**config.mk**
```make
export PLATFORM = sky130hd
export DESIGN_NAME = cond_select_unit
export DESIGN_NICKNAME = d
export VERILOG_FILES = /design/src/rtl/csu_pkg.sv /design/src/rtl/csu_cond_eval.sv /design/src/rtl/csu_value_sel.sv /design/src/rtl/csu_branch_calc.sv /design/src/rtl/cond_select_unit.sv
export SDC_FILE = /design/constraint.sdc
export NUM_CORES = 1
export LEC_CHECK = 0
export CAP_MARGIN = 20
export CORE_ASPECT_RATIO = 1.5
export CORE_MARGIN = 4
export CORE_UTILIZATION = 41
export DETAILED_ROUTE_END_ITERATION = 7
export GPL_TIMING_DRIVEN = 0
export PLACE_DENSITY_LB_ADDON = 0.05
export SYNTH_ARGS = -nofsm -noshare
export SYNTH_HDL_FRONTEND = slang
export SYNTH_HIERARCHICAL = 1
export SYNTH_SLANG_ARGS = --single-unit
```
**constraint.sdc**
```tcl
create_clock -name clk -period 2.31 [get_ports clk]
set_input_delay 0.3465 -clock clk [delete_from_list [all_inputs] [get_ports clk]]
set_output_delay 0.3465 -clock clk [all_outputs]
set_load 0.05 [all_outputs]
```
**src/rtl/csu_pkg.sv**
```systemverilog
// Shared types for the condition select unit.
// Assumes the operation kind is decoded upstream into two bits.
package csu_pkg;
    typedef enum logic [1:0] {
        OPK_NONE   = 2'd0,
        OPK_CMOV   = 2'd1,
        OPK_SETF   = 2'd2,
        OPK_BRANCH = 2'd3
    } csu_opk_e;

    localparam logic [3:0] CC_ALWAYS    = 4'h5;
    localparam logic [3:0] CC_SATURATED = 4'hD;
endpackage

```
**src/rtl/csu_cond_eval.sv**
```systemverilog
// Evaluates a 4-bit condition code against the status flags.
// Codes 8..15 invert codes 0..7, except the saturation slot.
module csu_cond_eval
    import csu_pkg::*;
(
    input  logic [3:0] code,
    input  logic       z,
    input  logic       s,
    input  logic       cy,
    input  logic       ov,
    input  logic       sat,
    output logic       hit
);
    logic base;

    // Base condition for the low three code bits.
    always_comb begin
        unique case (code[2:0])
            3'd0:    base = ov;
            3'd1:    base = cy;
            3'd2:    base = z;
            3'd3:    base = cy | z;
            3'd4:    base = s;
            3'd5:    base = 1'b1;
            3'd6:    base = s ^ ov;
            default: base = (s ^ ov) | z;
        endcase
    end

    // Apply inversion by the top bit, with the saturation slot replaced.
    always_comb begin
        if (code == CC_SATURATED) hit = sat;
        else                      hit = base ^ code[3];
    end
endmodule

```
**src/rtl/csu_value_sel.sv**
```systemverilog
// Forms the destination value for conditional move and set flag.
// Assumes the caller gates the write enable by operation kind.
module csu_value_sel #(
    parameter int DATA_W = 32,
    parameter int IMM_W  = 5
) (
    input  logic              cond,
    input  logic              is_setf,
    input  logic              use_imm,
    input  logic [DATA_W-1:0] src_a,
    input  logic [IMM_W-1:0]  imm,
    input  logic [DATA_W-1:0] src_b,
    output logic [DATA_W-1:0] value
);
    localparam int EXT_W = DATA_W - IMM_W;

    logic [DATA_W-1:0] imm_ext;
    logic [DATA_W-1:0] first_op;

    // Sign-extend the immediate to the data width.
    always_comb imm_ext = {{EXT_W{imm[IMM_W-1]}}, imm};

    // Choose the operand used on a true condition.
    always_comb first_op = use_imm ? imm_ext : src_a;

    // Final value: flag value or conditional pick.
    always_comb begin
        if (is_setf) value = {{(DATA_W-1){1'b0}}, cond};
        else         value = cond ? first_op : src_b;
    end
endmodule

```
**src/rtl/csu_branch_calc.sv**
```systemverilog
// Builds the branch displacement and the taken / trap decision.
// Assumes displacement fields hold bits [8:4] and [3:1] of an even offset.
module csu_branch_calc
    import csu_pkg::*;
#(
    parameter int HI_W  = 5,
    parameter int LO_W  = 3,
    parameter int OFF_W = 32
) (
    input  logic             cond,
    input  logic [3:0]       code,
    input  logic [HI_W-1:0]  disp_hi,
    input  logic [LO_W-1:0]  disp_lo,
    output logic             taken,
    output logic             trap,
    output logic [OFF_W-1:0] offset
);
    localparam int DISP_W = HI_W + LO_W + 1;

    logic [DISP_W-1:0] disp;

    // Concatenate the fields into an even displacement.
    always_comb disp = {disp_hi, disp_lo, 1'b0};

    // Sign-extend from the top displacement bit.
    always_comb offset = {{(OFF_W-DISP_W){disp[DISP_W-1]}}, disp};

    // Always-true jump to itself is reported instead of taken.
    always_comb trap = (code == CC_ALWAYS) && (disp == '0);

    // Taken only for a real branch.
    always_comb taken = cond && !trap;
endmodule

```
**src/rtl/cond_select_unit.sv**
```systemverilog
// Top: one shared condition bit feeds move, set and branch paths.
// All outputs are registered one clock after the inputs; sync active-low reset.
module cond_select_unit
    import csu_pkg::*;
#(
    parameter int DATA_W = 32,
    parameter int IMM_W  = 5,
    parameter int HI_W   = 5,
    parameter int LO_W   = 3
) (
    input  logic              clk,
    input  logic              rst_n,
    input  logic [1:0]        op_kind,
    input  logic [3:0]        cond_code,
    input  logic              flag_z,
    input  logic              flag_s,
    input  logic              flag_cy,
    input  logic              flag_ov,
    input  logic              flag_sat,
    input  logic              use_imm,
    input  logic [DATA_W-1:0] src_a,
    input  logic [IMM_W-1:0]  imm5,
    input  logic [DATA_W-1:0] src_b,
    input  logic [HI_W-1:0]   disp_hi,
    input  logic [LO_W-1:0]   disp_lo,
    output logic              cond_true,
    output logic [DATA_W-1:0] result,
    output logic              result_we,
    output logic              br_taken,
    output logic [DATA_W-1:0] br_offset,
    output logic              trap_req
);
    csu_opk_e          opk;
    logic              hit;
    logic [DATA_W-1:0] value;
    logic              b_taken;
    logic              b_trap;
    logic [DATA_W-1:0] b_offset;
    logic              writes;
    logic              is_br;

    // Decode the operation kind.
    always_comb opk = csu_opk_e'(op_kind);
    always_comb writes = (opk == OPK_CMOV) || (opk == OPK_SETF);
    always_comb is_br  = (opk == OPK_BRANCH);

    csu_cond_eval u_eval (
        .code (cond_code),
        .z    (flag_z),
        .s    (flag_s),
        .cy   (flag_cy),
        .ov   (flag_ov),
        .sat  (flag_sat),
        .hit  (hit)
    );

    csu_value_sel #(.DATA_W(DATA_W), .IMM_W(IMM_W)) u_sel (
        .cond    (hit),
        .is_setf (opk == OPK_SETF),
        .use_imm (use_imm),
        .src_a   (src_a),
        .imm     (imm5),
        .src_b   (src_b),
        .value   (value)
    );

    csu_branch_calc #(.HI_W(HI_W), .LO_W(LO_W), .OFF_W(DATA_W)) u_br (
        .cond    (hit),
        .code    (cond_code),
        .disp_hi (disp_hi),
        .disp_lo (disp_lo),
        .taken   (b_taken),
        .trap    (b_trap),
        .offset  (b_offset)
    );

    // Register all outputs, zeroing those the operation does not produce.
    always_ff @(posedge clk) begin
        if (!rst_n) begin
            cond_true <= 1'b0;
            result    <= '0;
            result_we <= 1'b0;
            br_taken  <= 1'b0;
            br_offset <= '0;
            trap_req  <= 1'b0;
        end else begin
            cond_true <= hit;
            result    <= writes ? value : '0;
            result_we <= writes;
            br_taken  <= is_br && b_taken;
            br_offset <= is_br ? b_offset : '0;
            trap_req  <= is_br && b_trap;
        end
    end
endmodule

```
==> results.py <==
metrics = {
    "timing": {
        "rsz0062_at_grt": "yes",
        "report.final.hold_viol_count": 0,
        "setup_total_negative_slack_ps": 0,
        "slew_headroom": 0.419,
        "worst_hold_slack_ps": 314,
        "finalCritPeriodShare": 0.978,
        "final_max_slew_viols": 0,
        "clock.fmax_mhz": 443,
        "setup-violations-final": 0,
        "final.min_clock_period_ps": 2260,
        "worst-slew-pin-transition_ps": 869,
    },
    "global_routing": {
        "vias_in_the_first_global_route": 2922,
        "global_route_wire_length_before_repair_mm": 13.9,
        "groute.layer.met1.usage": 0.202,
        "grt_antenna_before_repair": 0,
        "gr-total-overflow": 0,
        "globalRoute.busiestLayer": "met2",
        "gr-usage-met2": 0.359,
        "maximum_number_of_pins_on_one_net_before_global_route_repair": 26,
        "gr-usage-all-layers": 0.193,
        "grt_use_met3": 0.0760,
    },
    "yosys": {
        "synthArstFlopShare": 0,
        "syn_warnings": 6,
        "dominantRegCellSynth": "sky130_fd_sc_hd__dfxtp_1",
        "synthCells": 320,
        "synth_edf_count": 0,
        "post_synth.cell_area_avg_um2": 9.76,
        "yosysSeqAreaShare": 0.436,
        "yosys.cell_types.count": 34,
        "synthesis.nets": 413,
        "post_synth_instance_area_um2": 3120,
        "synth-seq-cells": 68,
    },
    "drt": {
        "postRouteWirelength_mm": 8.68,
        "detail_route.iter0.violations": 67,
        "final_antenna_net_count": 0,
        "dr.pass1.iters": 4,
        "route.detailed.wl_per_inst_um": 14.6,
        "via_per_inst": 4.80,
        "detail_route.drc_violations": 0,
        "detailroute.via_count": 2852,
    },
    "setup_path": {
        "timing.critical_path.to_type": "flop",
        "critical_path.max_fanout": 10,
        "cp_data_required_time_ps": 2580,
        "worst_setup_path_start_kind": "primary input",
        "worst-endpoint-arrival_ps": 2520,
        "crit_type": "in2reg",
    },
    "power": {
        "internal_power_mw": 2.05,
        "share_seq_of_total_power": 0.417,
        "cellLeakagePower_nw": 2.23,
        "power.share.clock": 0.283,
        "power-per-cell-area_nw_per_um2": 590,
        "power_frac_comb": 0.300,
        "switching_power_uw": 934,
        "vdd_ir_drop_max_uv": 335,
        "sw_ratio": 0.313,
    },
    "finish": {
        "diodes": 0,
        "post_route_cells_drive_above_1_share": 0.176,
        "design.final.nets": 582,
        "finalCoreUtilization": 0.692,
        "syn2layout_area_growth_pct": 62.2,
    },
    "worst_hold_path": {
        "worst_hold_path_type": "in2reg",
    },
    "clocking": {
        "cts_hold_buf": 0,
        "clk_pin_slew_worst_paths_ps": 80,
        "clock_tree.root_cell": "sky130_fd_sc_hd__clkbuf_8",
        "cts.htree.levels": 3,
        "tritoncts.num_buffers": 9,
        "clock_sink_count": 68,
        "clock_tree.buffer_depth": 2,
        "tritoncts": "built",
    },
    "die": {
        "number_of_rows_in_the_core_area": 38,
        "design.core.area_um2": 7320,
        "die_x_um": 79.2,
        "io-pin-count": 159,
        "die-height_um": 115,
        "die-area_um2": 9100,
        "initial_core_util": 0.426,
    },
    "run": {
        "cap_viol_max_count": 0,
    },
    "placed_design": {
        "io_buffers": 157,
        "detailedPlacementHpwl_mm": 6.69,
        "globalplace.congestion": 0.812,
    },
    "outcome": {
        "outcome": "finished clean",
    },
}
-- cell type report --
cell class                 count  area (um2)
clock inverter                 5        37.5
timing repair buffer         159        1580
tap                          100         125
multi-input combinational    189        1400
inverter                       2        7.51
sequential                    68        1360
clock buffer                  11         131
fill                         630        2260
buffer                        60         424
-- per-stage QoR --
stage | setup slack, ps | instance area [um2] | std cells | power [mW]
4_1_cts | 0.536 | 5020 | 594 | 3.00
6_report | 51.8 | 5060 | 594 | 2.99
2_1_floorplan | 278 | 3120 | 320 | 1.78
5_1_grt | -27.2 | 5060 | 594 | 3.15
3_3_place_gp | -604 | 4820 | 577 | 2.12
3_5_place_dp | -641 | 4820 | 577 | 2.14
-- timing repair --
| action | CTS | global route |
|---|---|---|
| pin swaps | 1 | 11 |
| gates resized for setup | 14 | 15 |
| setup endpoints to repair | 32 | 32 |
| setup buffers | 1 | 0 |
| gates cloned | 0 | 1 |
-- path summary, 6_finish.rpt --
kind,depth (start not counted),start,to,slack (ps)
max,9,cond_code[1],result[7]$_SDFF_PN0_,50
min,2,rst_n,result[28]$_SDFF_PN0_,310
-- per-layer routing --
layer	vias up	wire, um
met4	0	57
met3	4	731
met5	-	0
li1	1437	-
met1	1318	3180
met2	93	4720
-- power by group through the flow --
stage / combinational, mW / sequential (mW) / clock, mW
finish: 0.897 / 1.25 / 0.845
global route: 0.958 / 1.25 / 0.937
CTS: 0.882 / 1.25 / 0.869
detailed placement: 0.864 / 1.27 / 0
global placement: 0.851 / 1.27 / 0
floorplan: 0.301 / 1.48 / 0
-- registers in the layout, summed over array words and instances (netlist names) --
signal	count
br_offset	32
result	32
br_taken	1
cond_true	1
result_we	1
trap_req	1
-- layout by cell type, fill, tap and decap left out, drive strengths merged, types with 3 or more instances in the layout --
cell type,count
a211oi,4
a311oi,28
and3,35
and3b,33
buf,53
clkbuf,21
clkdlybuf4s50,154
dfxtp,68
inv,3
mux2i,3
nand2b,28
nor2,33
nor2b,3
-- synthesized netlist by cell type, types with 2 or more instances --
library cell / n / area (um2)
sky130_fd_sc_hd__a211oi_1: 4 / 30.0
sky130_fd_sc_hd__a221o_1: 2 / 20.0
sky130_fd_sc_hd__a311oi_1: 28 / 245
sky130_fd_sc_hd__and2_1: 2 / 12.5
sky130_fd_sc_hd__and3_1: 35 / 219
sky130_fd_sc_hd__and3b_1: 33 / 289
sky130_fd_sc_hd__buf_2: 10 / 50.1
sky130_fd_sc_hd__buf_4: 33 / 248
sky130_fd_sc_hd__buf_6: 5 / 56.3
sky130_fd_sc_hd__clkbuf_1: 11 / 41.3
sky130_fd_sc_hd__clkbuf_2: 2 / 10.0
sky130_fd_sc_hd__dfxtp_1: 68 / 1360
sky130_fd_sc_hd__ha_1: 2 / 25.0
sky130_fd_sc_hd__inv_1: 2 / 7.51
sky130_fd_sc_hd__mux2i_1: 3 / 30.0
sky130_fd_sc_hd__nand2b_1: 28 / 175
sky130_fd_sc_hd__nor2_1: 33 / 124
sky130_fd_sc_hd__nor2b_1: 2 / 12.5
sky130_fd_sc_hd__nor4b_2: 2 / 30.0
-- cell families (layout without fill, tap and decap cells) --
| group | Yosys count | count (layout) | synth area share |
|---|---|---|---|
| muxes | 4 | 4 | 0.0132 |
| buffers and inverters | 63 | 237 | 0.132 |
| DFF | 68 | 68 | 0.436 |
| xor gates and xnor gates | 1 | 1 | 0.00281 |
| adders and majority gates | 2 | 2 | 0.00801 |
| and+or+nand+nor | 141 | 141 | 0.292 |
| AOI/OAI and AO/OA | 40 | 40 | 0.115 |
| other | 1 | 1 | 0.00120 |
-- worst max-delay path, stage by stage --
cell and delay (ps):
sky130_fd_sc_hd__clkdlybuf4s15_1 360, sky130_fd_sc_hd__nor2_1 130, sky130_fd_sc_hd__a2111oi_4 410, sky130_fd_sc_hd__a211oi_2 60
sky130_fd_sc_hd__a221o_1 390, sky130_fd_sc_hd__buf_6 170, sky130_fd_sc_hd__buf_2 180, sky130_fd_sc_hd__a311oi_1 270
sky130_fd_sc_hd__and3b_1 200
(Power assumes the default switching activity.)
